## config.mk

```make
export PLATFORM = sky130hd
export DESIGN_NAME = sau_serial_tx
export DESIGN_NICKNAME = d
export VERILOG_FILES = /design/src/rtl/sau_tx_pkg.sv /design/src/rtl/sau_tx_timing.sv /design/src/rtl/sau_tx_lane.sv /design/src/rtl/sau_serial_tx.sv
export SDC_FILE = /design/constraint.sdc
export NUM_CORES = 1
export LEC_CHECK = 0
export ABC_AREA = 0
export BUFFER_PORTS_ARGS = -buffer_cell sky130_fd_sc_hd__buf_2
export CAP_MARGIN = 40
export CORE_MARGIN = 3
export CORE_UTILIZATION = 50
export DETAILED_ROUTE_END_ITERATION = 6
export MAX_ROUTING_LAYER = met4
export PLACE_DENSITY_LB_ADDON = 0.08
export SYNTH_ARGS = -nofsm -noshare
export SYNTH_HDL_FRONTEND = slang
export SYNTH_SLANG_ARGS = --single-unit
```

## constraint.sdc

```tcl
create_clock -name clk -period 5.9 [get_ports clk]
set_input_delay 0 -clock clk [delete_from_list [all_inputs] [get_ports clk]]
set_output_delay 0 -clock clk [all_outputs]
set_load 0.02 [all_outputs]
```

## src/rtl/sau_tx_pkg.sv

```systemverilog
package sau_tx_pkg;

    typedef enum logic [1:0] {
        FMT_DLY1  = 2'd0,
        FMT_START = 2'd1,
        FMT_END   = 2'd2,
        FMT_SPARE = 2'd3
    } fmt_e;

    // word-clock level that marks the left half-frame
    function automatic logic left_level(input fmt_e f);
        return (f != FMT_DLY1);
    endfunction

endpackage

```

## src/rtl/sau_tx_timing.sv

```systemverilog
module sau_tx_timing
    import sau_tx_pkg::*;
#(
    parameter int SLOTS = 20,
    parameter int SW    = $clog2(SLOTS + 1)
) (
    input  logic          clk,
    input  logic          rst_n,
    input  logic          sck_i,
    input  logic          ws_i,
    input  logic [1:0]    fmt_i,
    output logic          adv_o,
    output logic          lstart_o,
    output logic          is_left_o,
    output logic [SW-1:0] slot_o,
    output fmt_e          fmt_o
);

    localparam logic [SW-1:0] SLOT_MAX = SW'(SLOTS);

    typedef struct packed {
        logic          sck;
        logic          ws;
        logic [SW-1:0] slot;
        fmt_e          fmt;
    } tstate_t;

    tstate_t state_q, state_d;
    logic    fall, ws_edge, lstart;
    fmt_e    fmt_cur;

    always_comb begin
        state_d = state_q;
        fall    = state_q.sck & ~sck_i;
        ws_edge = fall & (ws_i != state_q.ws);
        lstart  = ws_edge & (ws_i == left_level(fmt_e'(fmt_i)));
        fmt_cur = lstart ? fmt_e'(fmt_i) : state_q.fmt;

        state_d.sck = sck_i;
        state_d.fmt = fmt_cur;
        if (fall) begin
            state_d.ws = ws_i;
            if (ws_edge) begin
                state_d.slot = '0;
            end else if (state_q.slot != SLOT_MAX) begin
                state_d.slot = state_q.slot + 1'b1;
            end
        end
    end

    always_ff @(posedge clk) begin
        if (!rst_n) begin
            state_q <= '{sck: 1'b0, ws: 1'b0, slot: SLOT_MAX, fmt: FMT_START};
        end else begin
            state_q <= state_d;
        end
    end

    assign adv_o     = fall;
    assign lstart_o  = lstart;
    assign is_left_o = (state_d.ws == left_level(fmt_cur));
    assign slot_o    = state_d.slot;
    assign fmt_o     = fmt_cur;

endmodule

```

## src/rtl/sau_tx_lane.sv

```systemverilog
module sau_tx_lane
    import sau_tx_pkg::*;
#(
    parameter int WORD_W = 16,
    parameter int SLOTS  = 20,
    parameter int SW     = $clog2(SLOTS + 1)
) (
    input  logic              clk,
    input  logic              rst_n,
    input  logic              adv_i,
    input  logic              lstart_i,
    input  logic              is_left_i,
    input  logic [SW-1:0]     slot_i,
    input  fmt_e              fmt_i,
    input  logic              valid_i,
    input  logic [WORD_W-1:0] left_i,
    input  logic [WORD_W-1:0] right_i,
    output logic              sd_o
);

    localparam int            IW       = $clog2(WORD_W);
    localparam logic [SW-1:0] OFF_DLY  = SW'(1);
    localparam logic [SW-1:0] OFF_END  = SW'(SLOTS - WORD_W);
    localparam logic [SW-1:0] SPAN     = SW'(WORD_W);
    localparam logic [IW-1:0] TOP_BIT  = IW'(WORD_W - 1);

    typedef struct packed {
        logic [WORD_W-1:0] lw;
        logic [WORD_W-1:0] rw;
        logic              sd;
    } lstate_t;

    lstate_t           state_q, state_d;
    logic [WORD_W-1:0] word;
    logic [SW-1:0]     off;
    logic [SW-1:0]     rel;
    logic              bit_now;

    always_comb begin
        state_d = state_q;
        if (lstart_i) begin
            state_d.lw = valid_i ? left_i  : '0;
            state_d.rw = valid_i ? right_i : '0;
        end
        word = is_left_i ? state_d.lw : state_d.rw;

        case (fmt_i)
            FMT_DLY1: off = OFF_DLY;
            FMT_END:  off = OFF_END;
            default:  off = '0;
        endcase

        rel = slot_i - off;
        if ((slot_i >= off) && (rel < SPAN)) begin
            bit_now = word[TOP_BIT - rel[IW-1:0]];
        end else begin
            bit_now = 1'b0;
        end

        if (adv_i) begin
            state_d.sd = bit_now;
        end
    end

    always_ff @(posedge clk) begin
        if (!rst_n) begin
            state_q <= '0;
        end else begin
            state_q <= state_d;
        end
    end

    assign sd_o = state_q.sd;

endmodule

```

## src/rtl/sau_serial_tx.sv

```systemverilog
module sau_serial_tx
    import sau_tx_pkg::*;
#(
    parameter int WORD_W = 16,
    parameter int SLOTS  = 20,
    parameter int LANES  = 3
) (
    input  logic                    clk,
    input  logic                    rst_n,
    input  logic [1:0]              fmt_i,
    input  logic                    sck_i,
    input  logic                    ws_i,
    input  logic [LANES-1:0]        s_valid_i,
    output logic [LANES-1:0]        s_ready_o,
    input  logic [LANES*WORD_W-1:0] s_left_i,
    input  logic [LANES*WORD_W-1:0] s_right_i,
    output logic [LANES-1:0]        sd_o
);

    localparam int SW = $clog2(SLOTS + 1);

    logic          adv;
    logic          lstart;
    logic          is_left;
    logic [SW-1:0] slot;
    fmt_e          fmt_cur;

    sau_tx_timing #(
        .SLOTS (SLOTS),
        .SW    (SW)
    ) u_timing (
        .clk       (clk),
        .rst_n     (rst_n),
        .sck_i     (sck_i),
        .ws_i      (ws_i),
        .fmt_i     (fmt_i),
        .adv_o     (adv),
        .lstart_o  (lstart),
        .is_left_o (is_left),
        .slot_o    (slot),
        .fmt_o     (fmt_cur)
    );

    assign s_ready_o = {LANES{lstart}};

    for (genvar gi = 0; gi < LANES; gi++) begin : g_lane
        sau_tx_lane #(
            .WORD_W (WORD_W),
            .SLOTS  (SLOTS),
            .SW     (SW)
        ) u_lane (
            .clk       (clk),
            .rst_n     (rst_n),
            .adv_i     (adv),
            .lstart_i  (lstart),
            .is_left_i (is_left),
            .slot_i    (slot),
            .fmt_i     (fmt_cur),
            .valid_i   (s_valid_i[gi]),
            .left_i    (s_left_i[gi*WORD_W +: WORD_W]),
            .right_i   (s_right_i[gi*WORD_W +: WORD_W]),
            .sd_o      (sd_o[gi])
        );
    end

endmodule

```

# --- Word-level counts from Yosys, hierarchy flattened ---
# Index checks and enable logic that the tools add are counted.
totals:
  register_bits: 108
  in_bits: 105
  out_inout_bits: 6
  word_cells: 58
classes:
  n_addsub: 3
  order_cmp: 3
  n_eq_ne: 5
  mux: 26
  n_bitwise: 4
  n_reduce_logical: 4
ops:
  columns: ["operator", "count"]
  rows:
  - ["16-bit 2-to-1 mux", 9]
  - ["32-bit 2-to-1 mux", 3]
  - ["1-bit binary-select mux with 4-bit select", 3]
  - ["5-bit 2-to-1 mux", 2]
  - ["1-bit 2-to-1 mux", 6]
  - ["6-bit 2-to-1 mux", 1]
  - ["3-bit case mux with 2 select lines", 1]
  - ["5-bit by 1-bit adder with 5-bit output (second input constant)", 1]
  - ["5-bit greater-or-equal comparator", 1]
  - ["4-bit by 5-bit < comparator with 1-bit output (second input constant)", 1]
  - ["5-bit < comparator (second input constant)", 1]
  - ["5-bit inequality test (second input constant)", 1]
  - ["5-bit subtractor", 1]
  - ["2-bit nonzero test", 2]
  - ["4-bit subtractor (first input constant)", 1]
  - ["1-bit bitwise AND", 3]
  - ["1-bit == test", 2]
  - ["2-bit == test (second input constant)", 1]
  - ["2-bit zero test", 1]
  - ["2-bit 2-to-1 mux", 1]
  - ["1-bit logical AND", 1]
  - ["1-bit inequality test", 1]
  - ["1-bit NOT", 1]

# --- Logic depth before layout (Yosys ltp) ---
# Gate-level depths: netlist of the first run.
depth:
  depth_word: 12
  mapped_depth: 18
  depth_no_buf: 14

# --- Hierarchy ---
# From an unflattened synthesis of the first run, not the netlist that was laid out.
unflattened:
  hier_cells: 718
  hier_area_um2: 6279.8
modules_own_cells:
  columns: ["mod", "instances", "cells_per_inst", "area_per_inst_um2", "seq_area_each_um2"]
  rows:
  - ["sau_tx_lane (g_lane[1].u_lane ...)", 2, 212, 1881.8, 660.6]
  - ["sau_tx_lane (g_lane[0].u_lane)", 1, 209, 1831.8, 660.6]
  - ["sau_tx_timing", 1, 82, 661.9, 180.2]
  - ["sau_serial_tx", 1, 3, 22.5, 0.0]

# --- Worst setup path after synthesis of the first run ---
# No wires, ideal clock.
synth_path:
  kind: "register -> register"
  startpoint: "register u_timing.state_q[7] (netlist bit)"
  endpoint: "register g_lane[0].u_lane.state_q (netlist bit g_lane[0].u_lane.sd_o)"
  setup_time_ps: 92
  t_arrival_ps: 4005
  required_time_ps: 5808
  slack_ps: 1802
  stages_incl_launch_ff: 17
  path_buffers: 6
  period_less_slack_ps: 4098
  path_cell_list: "dfxtp_1 -> nand2b_1 -> a2bb2oi_1 -> nand2b_4 -> buf_6 -> buf_4 -> buf_2 -> buf_2 -> buf_1 -> mux2_2 -> ha_1 -> ha_1 -> clkbuf_1 -> inv_2 -> mux4_2 -> mux4_2 -> o32ai_1"
synth_via:
  elab_chain_len: 11
  word_cells_on_any_way: 21
  cone_classes: "2 x add/sub; 2 x order compare; 3 x eq/ne; 9 x mux; 2 x bitwise; 3 x reduce/logical"
synth_lines:
  columns: ["element", "line", "rtl"]
  rows:
  - ["start, declared", "sau_tx_timing.sv:28", "tstate_t state_q, state_d;"]
  - ["start signal, assigned", "sau_tx_timing.sv:53", "state_q <= '{sck: 1'b0, ws: 1'b0, slot: SLOT_MAX, fmt: FMT_START};"]
  - ["start signal, assigned", "sau_tx_timing.sv:55", "state_q <= state_d;"]
  - ["1-bit inequality test", "sau_tx_timing.sv:35", "ws_edge = fall & (ws_i != state_q.ws);"]
  - ["1-bit bitwise AND", "sau_tx_timing.sv:35", null]
  - ["1-bit bitwise AND", "sau_tx_timing.sv:36", "lstart = ws_edge & (ws_i == left_level(fmt_e'(fmt_i)));"]
  - ["2-bit 2-to-1 mux", "sau_tx_timing.sv:37", "fmt_cur = lstart ? fmt_e'(fmt_i) : state_q.fmt;"]
  - ["2-bit == test / 2-bit zero test (equally long branches)", "sau_tx_lane.sv:47", "case (fmt_i)"]
  - ["3-bit case mux with 2 select lines", "sau_tx_lane.sv:47", null]
  - ["5-bit subtractor", "sau_tx_lane.sv:53", "rel = slot_i - off;"]
  - ["4-bit subtractor", "sau_tx_lane.sv:55", "bit_now = word[TOP_BIT - rel[IW-1:0]];"]
  - ["1-bit binary-select mux with 4-bit select", "sau_tx_lane.sv:55", null]
  - ["1-bit 2-to-1 mux (implied by the code)", "sau_tx_lane.sv:55", null]
  - ["1-bit 2-to-1 mux (*)", "sau_tx_lane.sv:54", "if ((slot_i >= off) && (rel < SPAN)) begin"]
  - ["end signal, assigned", "sau_tx_lane.sv:69", "state_q <= state_d;"]
  - ["end, declared", "sau_tx_lane.sv:33", "lstate_t state_q, state_d;"]
# Every way passes the cells marked *; elsewhere a longest branch is shown, timed or not. The select of a mux whose other input is x is not followed.
# A chain may end at the register's enable or synchronous reset.

# --- Worst setup path after layout of the first run ---
layout_path:
  startpoint: "register u_timing.state_q[2] (netlist bit)"
  endpoint: "register g_lane[1].u_lane.state_q (netlist bit g_lane[1].u_lane.sd_o)"
layout_via:
  elab_chain_len: 9
  word_cells_on_any_way: 13
  cone_classes: "3 x add/sub; 2 x order compare; 1 x eq/ne; 6 x mux; 1 x reduce/logical"
layout_lines:
  columns: ["element", "line", "rtl"]
  rows:
  - ["5-bit by 1-bit adder with 5-bit output / 5-bit inequality test (equally long branches)", "sau_tx_timing.sv:46, sau_tx_timing.sv:45", null]
  - ["5-bit 2-to-1 mux", "sau_tx_timing.sv:45", "end else if (state_q.slot != SLOT_MAX) begin"]
  - ["5-bit 2-to-1 mux", "sau_tx_timing.sv:43", "if (ws_edge) begin"]
  - ["6-bit 2-to-1 mux (*)", "sau_tx_timing.sv:41", "if (fall) begin"]
  - ["5-bit subtractor", "sau_tx_lane.sv:53", null]
  - ["4-bit subtractor", "sau_tx_lane.sv:55", null]
  - ["1-bit binary-select mux with 4-bit select", "sau_tx_lane.sv:55", null]
  - ["1-bit 2-to-1 mux (implied by the code)", "sau_tx_lane.sv:55", null]
  - ["1-bit 2-to-1 mux (*)", "sau_tx_lane.sv:54", null]
  - ["end signal, assigned", "sau_tx_lane.sv:69", null]
  - ["end, declared", "sau_tx_lane.sv:33", null]
# Marks and branches as above.

==> summary.json, run 1 <==
{
  "critical_path": {
    "critPathArrivalTime_ns": 3.95,
    "cpPeakStageDelay_ns": 0.74,
    "crit_path_cell_trace": "inv_1, ha_1, and4b_1, nor3_1, mux2i_1, ha_1, nor2_1, and2_1, or4_1, a2111oi_0, o32ai_1",
    "dominant_cell_type_by_count_on_the_critical_path": "ha_1",
    "cp.buffers_inverters": 1,
    "required_time_at_the_worst_slack_endpoint_ns": 6.12,
    "critical_path.startpoint_type": "flop",
    "cp_top_family": "simple AND/OR/NAND/NOR gates",
    "critical_path_start_end_classification": "reg -> reg",
    "critical_path.endpoint_type": "flop",
    "critPathSlowestCell": "ha_1",
    "timing.critical_path.fanout_max": 18
  },
  "clocking": {
    "cts.htree.levels": 3,
    "cts_sinks": 108,
    "numCtsBuffers": 9,
    "ctsResizeCount": 0,
    "clock_insertion_delay_worst_skew_ns": 0.36,
    "cts_root_buffer": "clkbuf_16",
    "path_clk_slew_ns": 0.08,
    "maximum_root_to_sink_buffer_count": 2,
    "cts_tree": "done"
  },
  "cells_and_area": {
    "antenna_cells": 0,
    "nFillCells": 1013,
    "layout_area_overhead_pct": 20.4,
    "nNetsFinal": 886,
    "drive_gt1_share_pct": 19.5
  },
  "detailed_routing": {
    "remaining_drc_errors": 0,
    "routed_via_density": 5.87,
    "drt-wirelength-per-cell_um": 17.2,
    "dr.first_iter.drc_count": 476,
    "detail_route.first_pass.iterations": 4,
    "drt_wl_total_mm": 15.9,
    "drt.antenna.violating_nets": 0,
    "vias": 5404
  },
  "logic_synthesis": {
    "syn_avg_cell_area_um2": 8.36,
    "synth_top_flop_cell": "dfxtp_1",
    "synth_edf_count": 0,
    "synth.distinct_cells": 64,
    "synthArstFlopShare_pct": 0,
    "synth_sequential_area_ratio_pct": 38.3,
    "ff_latch_count_synth": 108,
    "syn-num-nets": 785,
    "mappedNetlistArea_um2": 5640,
    "synth_top_cell_area_share_pct": 38.3,
    "synth_area_leader_cell": "dfxtp_1",
    "netlist_instances": 675,
    "yosysWarningCount": 0,
    "synth_area_leaders": "dfxtp_1 38%, nor2b_1 6.5%, and3_1 5.4%"
  },
  "sta": {
    "final_max_slew_viol_count": 0,
    "max-slew-margin-rel_pct": 38.9,
    "timing.final.ws_setup_ns": 2.17,
    "period_share_pct": 63.2,
    "setup_skew_ns": 0.00941,
    "totalNegativeSetupSlack_ns": 0,
    "finalSetupViolCount": 0,
    "maxClockFrequency_ghz": 0.268,
    "finalHoldViolations": 0,
    "slew_of_the_pin_with_the_lowest_slew_margin_ns": 0.916,
    "period_minus_slack_ns": 3.73,
    "grt_setup_unrepaired": "no"
  },
  "flow_run": {
    "drv_cap": 0
  },
  "placed_design": {
    "finalWeightedCongestion": 0.879,
    "port_buffers": 110,
    "post-dp-hpwl_mm": 10.3,
    "preCtsSetupSlack_ns": 2.22
  },
  "floorplan": {
    "die-area_um2": 12600,
    "die-width_um": 112,
    "number_of_top_level_pins": 111,
    "core_area_um2": 10900,
    "height_of_the_die_um": 112,
    "initial_utilization_pct": 51.6,
    "core.rowCount": 38
  },
  "power": {
    "total_leakage_power_nw": 2.72,
    "vdd_drop_max_mv": 0.134,
    "total_power_w": 0.00158,
    "cell_pwr_density_nw_per_um2": 232
  },
  "global_routing": {
    "grt_util_all_layers_pct": 26.1,
    "global_route.overflow_total": 0,
    "global_route_wire_length_before_repair_mm": 26.0,
    "initial_antenna_violation_count": 0,
    "grt_start_max_net_pins": 111,
    "via_count_of_the_first_global_routing_pass": 5286
  },
  "outcome": {
    "status": "completed"
  },
  "worst_hold_path": {
    "holdCritPathClass": "in -> reg"
  }
}
[stage by stage]
step | hold slack (ns) | utilization, % | cell area (µm²) | std cells
3_3_place_gp | 0.246 | 56.0 | 6130 | 871
4_1_cts | 0.00945 | 62.1 | 6800 | 921
3_5_place_dp | 0.268 | 56.3 | 6150 | 872
6_report | 0.0242 | 62.1 | 6800 | 921
5_1_grt | 0.0459 | 62.1 | 6800 | 921
2_1_floorplan | 0.122 | - | 5640 | 675
[report_power, final]
part	switching (W)	total, W	internal, W
clock network	0.000281	0.000635	0.000353
logic	0.000108	0.000201	0.0000923
registers	0.00000380	0.000740	0.000737
total	0.000394	0.00158	0.00118
[placed cells by master, fill, tap and decap left out, drive strengths merged, types with 5 or more instances in the layout]
cell type	count
a311oi	5
buf	119
nand3	38
dfxtp	108
clkbuf	11
and2	15
o211ai	5
mux4	10
a21oi	60
inv	7
a2111oi	5
nor2b	59
nor3	25
nor2	10
and3	49
dlygate4sd3	33
nand2b	6
a21boi	33
o21ai	32
ha	5
nand4	6
nand2	72
[worst register-to-register path, cell delays in order, from the launching register on]
cell and delay (ns):
dfxtp_1 0.40, inv_1 0.08, ha_1 0.20, and4b_1 0.20, nor3_1 0.30, mux2i_1 0.16
ha_1 0.74, nor2_1 0.21, and2_1 0.19, or4_1 0.49, a2111oi_0 0.46, o32ai_1 0.16
[metal layers]
metal  up-vias  track usage (%)  routed length [µm]
met1      2597             35.1                7050
met3        20             3.13                 852
met5         -                -                   0
li1       2627                -                   -
met2       160             40.8                7660
met4         0             9.62                 306
[what timing repair did]
| item | 4_1_cts | 5_1_grt |
|---|---|---|
| setup buffers | 0 | 0 |
| hold buffers | 33 | 0 |
| endpoints found under the hold margin | 33 | 0 |
[synthesized netlist by cell type, types with 3 or more instances]
library cell	count
nand2_1	72
o22ai_1	4
inv_1	4
nor3_1	25
or4_1	3
buf_2	14
a21oi_1	59
nand3_1	38
a41o_1	4
buf_4	8
o211ai_1	5
nand2b_1	5
dfxtp_1	108
nand4_1	6
a21boi_0	33
a2111oi_0	5
o21ai_0	27
nor2b_1	59
nor2_1	10
o21ai_1	5
a311oi_1	5
o221ai_1	4
and3b_1	4
and3_1	49
and2_1	15
buf_6	4
ha_1	5
clkbuf_1	34
o21a_1	3
a31oi_1	4
mux4_2	10
[worst paths after layout]
path	startpoint	to	slack [ns]	cells after the start
worst min register to register	g_lane[1].u_lane.state_q[24]	g_lane[1].u_lane.state_q[24]	0.47	2
worst max register to register	u_timing.state_q[2]	g_lane[1].u_lane.sd_o	2.17	11
worst max-delay path	u_timing.state_q[2]	g_lane[1].u_lane.sd_o	2.17	11
worst min-delay path	ws_i	u_timing.state_q[7]	0.02	3
[flip-flops by register name, indices dropped and copies added (netlist names)]
signal,cells
g_lane.u_lane.sd_o,3
g_lane.u_lane.state_q,96
u_timing.state_q,9
[area by class of cell]
| type | count | area, µm² | share of cell area, % |
|---|---|---|---|
| Clock inverter | 5 | 58.8 | 0.865 |
| Sequential cell | 108 | 2160 | 31.8 |
| Timing Repair Buffer | 152 | 968 | 14.3 |
| Inverter | 6 | 30.0 | 0.442 |
| Tap cell | 140 | 175 | 2.58 |
| Clock buffer | 11 | 253 | 3.72 |
| Multi-Input combinational cell | 499 | 3150 | 46.3 |
[cells by family (layout without fill, tap and decap cells)]
| group | Yosys count | in the layout | share of synthesized area [%] |
|---|---|---|---|
| mux | 13 | 13 | 4.54 |
| buf+inv | 68 | 174 | 6.03 |
| xor+xnor | 4 | 4 | 0.621 |
| fa+ha+maj | 5 | 5 | 1.11 |
| flops | 108 | 108 | 38.3 |
| simple gates | 296 | 296 | 28.5 |
| compound gates | 181 | 181 | 20.9 |
Note: power is estimated with default switching activity, not from simulation.
==> inputs of run 2 (changes only) <==
==> constraint.sdc (replaced) <==
create_clock -name clk -period 3 [get_ports clk]
set_input_delay 0 -clock clk [delete_from_list [all_inputs] [get_ports clk]]
set_output_delay 0 -clock clk [all_outputs]
set_load 0.02 [all_outputs]
==> run 2 against run 1 <==
The run now ends with negative setup slack left. Count of clock-buffer cells in the layout grew 1. Sequential power grew 97%. Sequential share of layout area decreased by 2.0 points. Worst hold slack worse by 0.0065 ns. Critical path depth increased by 2. Critical path type unchanged.
==> summary.json, run 2 (same netlist as run 1, synthesis figures left out) <==
{
  "cells_and_area": {
    "largest-register": "g_lane.u_lane.state_q",
    "finish.utilization": {"value": 66.5, "unit": "%", "change": "+4.4 points"},
    "layout_common_cells": "110 x buf_2, 105 x dfxtp_1, 71 x nand2_1",
    "antenna_cells": {"value": 0, "change": "unchanged"},
    "drive_gt1_share": {"value": 27.0, "unit": "%", "change": "+7.5 points"},
    "commonest_non_fill_non_tap_cell_in_the_layout": "buf_2",
    "nFillCells": {"value": 940, "change": "-7.2%"},
    "seq_area": {"value": 2170, "unit": "µm²", "change": "+0.29%"},
    "largest_reg_flops": {"value": 96, "change": "unchanged"},
    "nNetsFinal": {"value": 932, "change": "+5.2%"},
    "multiInputGateArea": {"value": 3290, "unit": "µm²", "change": "+4.6%"},
    "layout_area_overhead_pct": 28.9
  },
  "global_routing": {
    "grt_start_max_net_pins": {"value": 110, "change": "-0.90%"},
    "global_route_wire_length_before_repair": {"value": 26.4, "unit": "mm", "change": "+1.6%"},
    "via_count_of_the_first_global_routing_pass": {"value": 5480, "change": "+3.7%"},
    "grt_util_all_layers": {"value": 26.5, "unit": "%", "change": "+0.37 points"},
    "global_route.overflow_total": {"value": 0, "change": "unchanged"},
    "initial_antenna_violation_count": {"value": 0, "change": "unchanged"}
  },
  "outcome": {
    "status": "finished, violations left",
    "violated_checks": "negative setup slack"
  },
  "floorplan": {
    "core_area": {"value": 10900, "unit": "µm²", "change": "unchanged"},
    "die-area": {"value": 12600, "unit": "µm²", "change": "unchanged"},
    "number_of_top_level_pins": {"value": 111, "change": "unchanged"},
    "die-width": {"value": 112, "unit": "µm", "change": "unchanged"},
    "height_of_the_die": {"value": 112, "unit": "µm", "change": "unchanged"},
    "core.rowCount": {"value": 38, "change": "unchanged"},
    "initial_utilization": {"value": 51.6, "unit": "%", "change": "unchanged"}
  },
  "clocking": {
    "clock_insertion_delay_worst_skew": {"value": 0.35, "unit": "ns", "change": "about the same"},
    "cts_root_buffer": "clkbuf_16",
    "maximum_root_to_sink_buffer_count": {"value": 2, "change": "unchanged"},
    "path_clk_slew": {"value": 0.07, "unit": "ns", "change": "about the same"},
    "cts.htree.levels": {"value": 3, "change": "unchanged"},
    "numCtsBuffers": {"value": 9, "change": "unchanged"},
    "cts_sinks": {"value": 108, "change": "unchanged"},
    "cts_tree": "done"
  },
  "worst_hold_path": {
    "holdCritPathClass": "in -> reg",
    "hold_start": "s_right_i[43]",
    "hold_end": "g_lane[2].u_lane.state_q[12]",
    "min_path_cells": {"value": 3, "change": "unchanged"}
  },
  "sta": {
    "period_share": {"value": 101, "unit": "%", "change": "+38 points"},
    "timing.final.ws_setup": {"value": -0.0320, "unit": "ns", "change": "-2.20 ns"},
    "final_max_slew_viol_count": {"value": 0, "change": "unchanged"},
    "setup_skew": {"value": 0.00481, "unit": "ns", "change": "-0.00460 ns"},
    "finalHoldViolations": {"value": 0, "change": "unchanged"},
    "max-slew-margin-rel": {"value": 39.7, "unit": "%", "change": "+0.77 points"},
    "period_minus_slack": {"value": 3.03, "unit": "ns", "change": "-0.698 ns"},
    "grt_setup_unrepaired": "yes",
    "final.hold.worst_slack": {"value": 0.0177, "unit": "ns", "change": "-0.00649 ns"},
    "finalSetupViolCount": {"value": 1, "change": "+1"},
    "maxClockFrequency": {"value": 0.330, "unit": "GHz", "change": "+23%"},
    "slew_of_the_pin_with_the_lowest_slew_margin": {"value": 0.905, "unit": "ns", "change": "-0.0116 ns"}
  },
  "critical_path": {
    "timing.critical_path.fanout_max": {"value": 7, "change": "-11"},
    "critical_path.startpoint_type": "flop",
    "required_time_at_the_worst_slack_endpoint": {"value": 3.25, "unit": "ns", "change": "-2.87 ns"},
    "regToRegSetupSlack": {"value": -0.03, "unit": "ns", "change": "-2.20 ns"},
    "cpPeakStageDelay": {"value": 0.50, "unit": "ns", "change": "-0.24 ns"},
    "crit-reg2reg-capture": "g_lane[2].u_lane.sd_o",
    "critical_path.endpoint_type": "flop",
    "cp_top_family": "multiplexers",
    "critPathSlowestCell": "mux4_2",
    "cp.buffers_inverters": {"value": 3, "change": "+2"},
    "crit_path_cell_trace": "nand2b_4, a2bb2oi_2, nand2b_4, mux2_4, ha_4, ha_4, buf_6, buf_6, buf_4, a41o_1, nor3_1, mux4_2, o2bb2ai_2",
    "critPathArrivalTime": {"value": 3.28, "unit": "ns", "change": "-0.67 ns"},
    "reg2regPathDepth": {"value": 13, "change": "+2"},
    "launch_point_of_the_worst_reg_to_reg_path": "u_timing.state_q[7]",
    "critical_path_start_end_classification": "reg -> reg"
  },
  "placed_design": {
    "preCtsSetupSlack": {"value": -0.168, "unit": "ns", "change": "-2.38 ns"},
    "port_buffers": {"value": 110, "change": "unchanged"},
    "finalWeightedCongestion": {"value": 0.853, "change": "-2.9%"},
    "post-dp-hpwl": {"value": 11.3, "unit": "mm", "change": "+10%"}
  },
  "detailed_routing": {
    "drt.antenna.violating_nets": {"value": 0, "change": "unchanged"},
    "dr.first_iter.drc_count": {"value": 423, "change": "-11%"},
    "drt-wirelength-per-cell": {"value": 17.0, "unit": "µm", "change": "-1.6%"},
    "vias": {"value": 5528, "change": "+2.3%"},
    "routed_via_density": {"value": 5.72, "change": "-2.6%"},
    "detail_route.first_pass.iterations": {"value": 5, "change": "+1"},
    "drt_wl_total": {"value": 16.4, "unit": "mm", "change": "+3.3%"},
    "remaining_drc_errors": {"value": 0, "change": "unchanged"}
  },
  "power": {
    "cell_pwr_density": {"value": 418, "unit": "nW/µm²", "change": "+80%"},
    "vdd_drop_max": {"value": 0.257, "unit": "mV", "change": "+92%"},
    "total_leakage_power": {"value": 2.97, "unit": "nW", "change": "+9.4%"}
  },
  "flow_run": {
    "drv_cap": {"value": 0, "change": "unchanged"}
  }
}
==> run 2: cell count changes in the layout (fill, tap and decap cells not counted), sizes merged <==
cell	previous run	this run
clkbuf	11	12
clkinv	1	3
bufinv	1	0
clkinvlp	2	0
buf	119	165
==> run 2: through the flow <==
step | cells | instance area, µm² | TNS (ns) | power, W
2_1_floorplan | 675 | 5740 | -1.17 | 0.00172
3_5_place_dp | 913 | 6520 | -0.451 | 0.00189
6_report | 967 | 7270 | -0.0320 | 0.00304
3_3_place_gp | 913 | 6520 | -0.260 | 0.00188
5_1_grt | 967 | 7270 | -0.344 | 0.00315
4_1_cts | 966 | 7180 | 0 | 0.00304
==> run 2: worst min-delay path, delay by kind of cell <==
family,cells,cell delay [ns]
simple gates,1,0.11
compound gates,1,0.10
buf+inv,1,0.10
==> run 2: report_power, final <==
part / switching [W] / total (W) / internal (W)
Sequential: 0.00000772 / 0.00146 / 0.00145
Combinational: 0.000231 / 0.000459 / 0.000228
Clock: 0.000539 / 0.00113 / 0.000586
==> run 2: worst max-delay path by stage <==
stage,start,end,slack (ns),cells after the start
2_1_floorplan,u_timing.state_q[7],g_lane[1].u_lane.sd_o,-0.42,16
3_3_place_gp,u_timing.state_q[2],g_lane[2].u_lane.sd_o,-0.13,13
3_5_place_dp,u_timing.state_q[2],g_lane[0].u_lane.sd_o,-0.17,12
4_1_cts,u_timing.state_q[7],g_lane[0].u_lane.sd_o,0.006,10
5_1_grt,u_timing.state_q[7],g_lane[1].u_lane.sd_o,-0.12,13
6_report,u_timing.state_q[7],g_lane[2].u_lane.sd_o,-0.03,13
==> run 2: cell type report <==
type / instances / share of cell area, %
multi-input combinational: 499 / 45.3
inverter: 6 / 0.516
sequential: 108 / 29.8
tap: 140 / 2.41
clock buffer: 12 / 3.39
clock inverter: 4 / 0.327
timing repair buffer: 198 / 18.3
==> run 2: metal layers <==
metal  GRT usage [%]  wire [µm]  vias up
li1                -          -     2720
met3            3.56        702       21
met4            7.13        225        0
met1            34.7       7500     2635
met2            43.4       7970      152
met5               -          0        -
==> run 2: timing repair <==
item / in CTS / in global routing
pin swaps: 3 / 6
setup endpoints to repair: 3 / 3
hold endpoints to repair: 34 / 0
hold buffers: 33 / 0
resized for setup: 10 / 19
setup buffers: 5 / 2
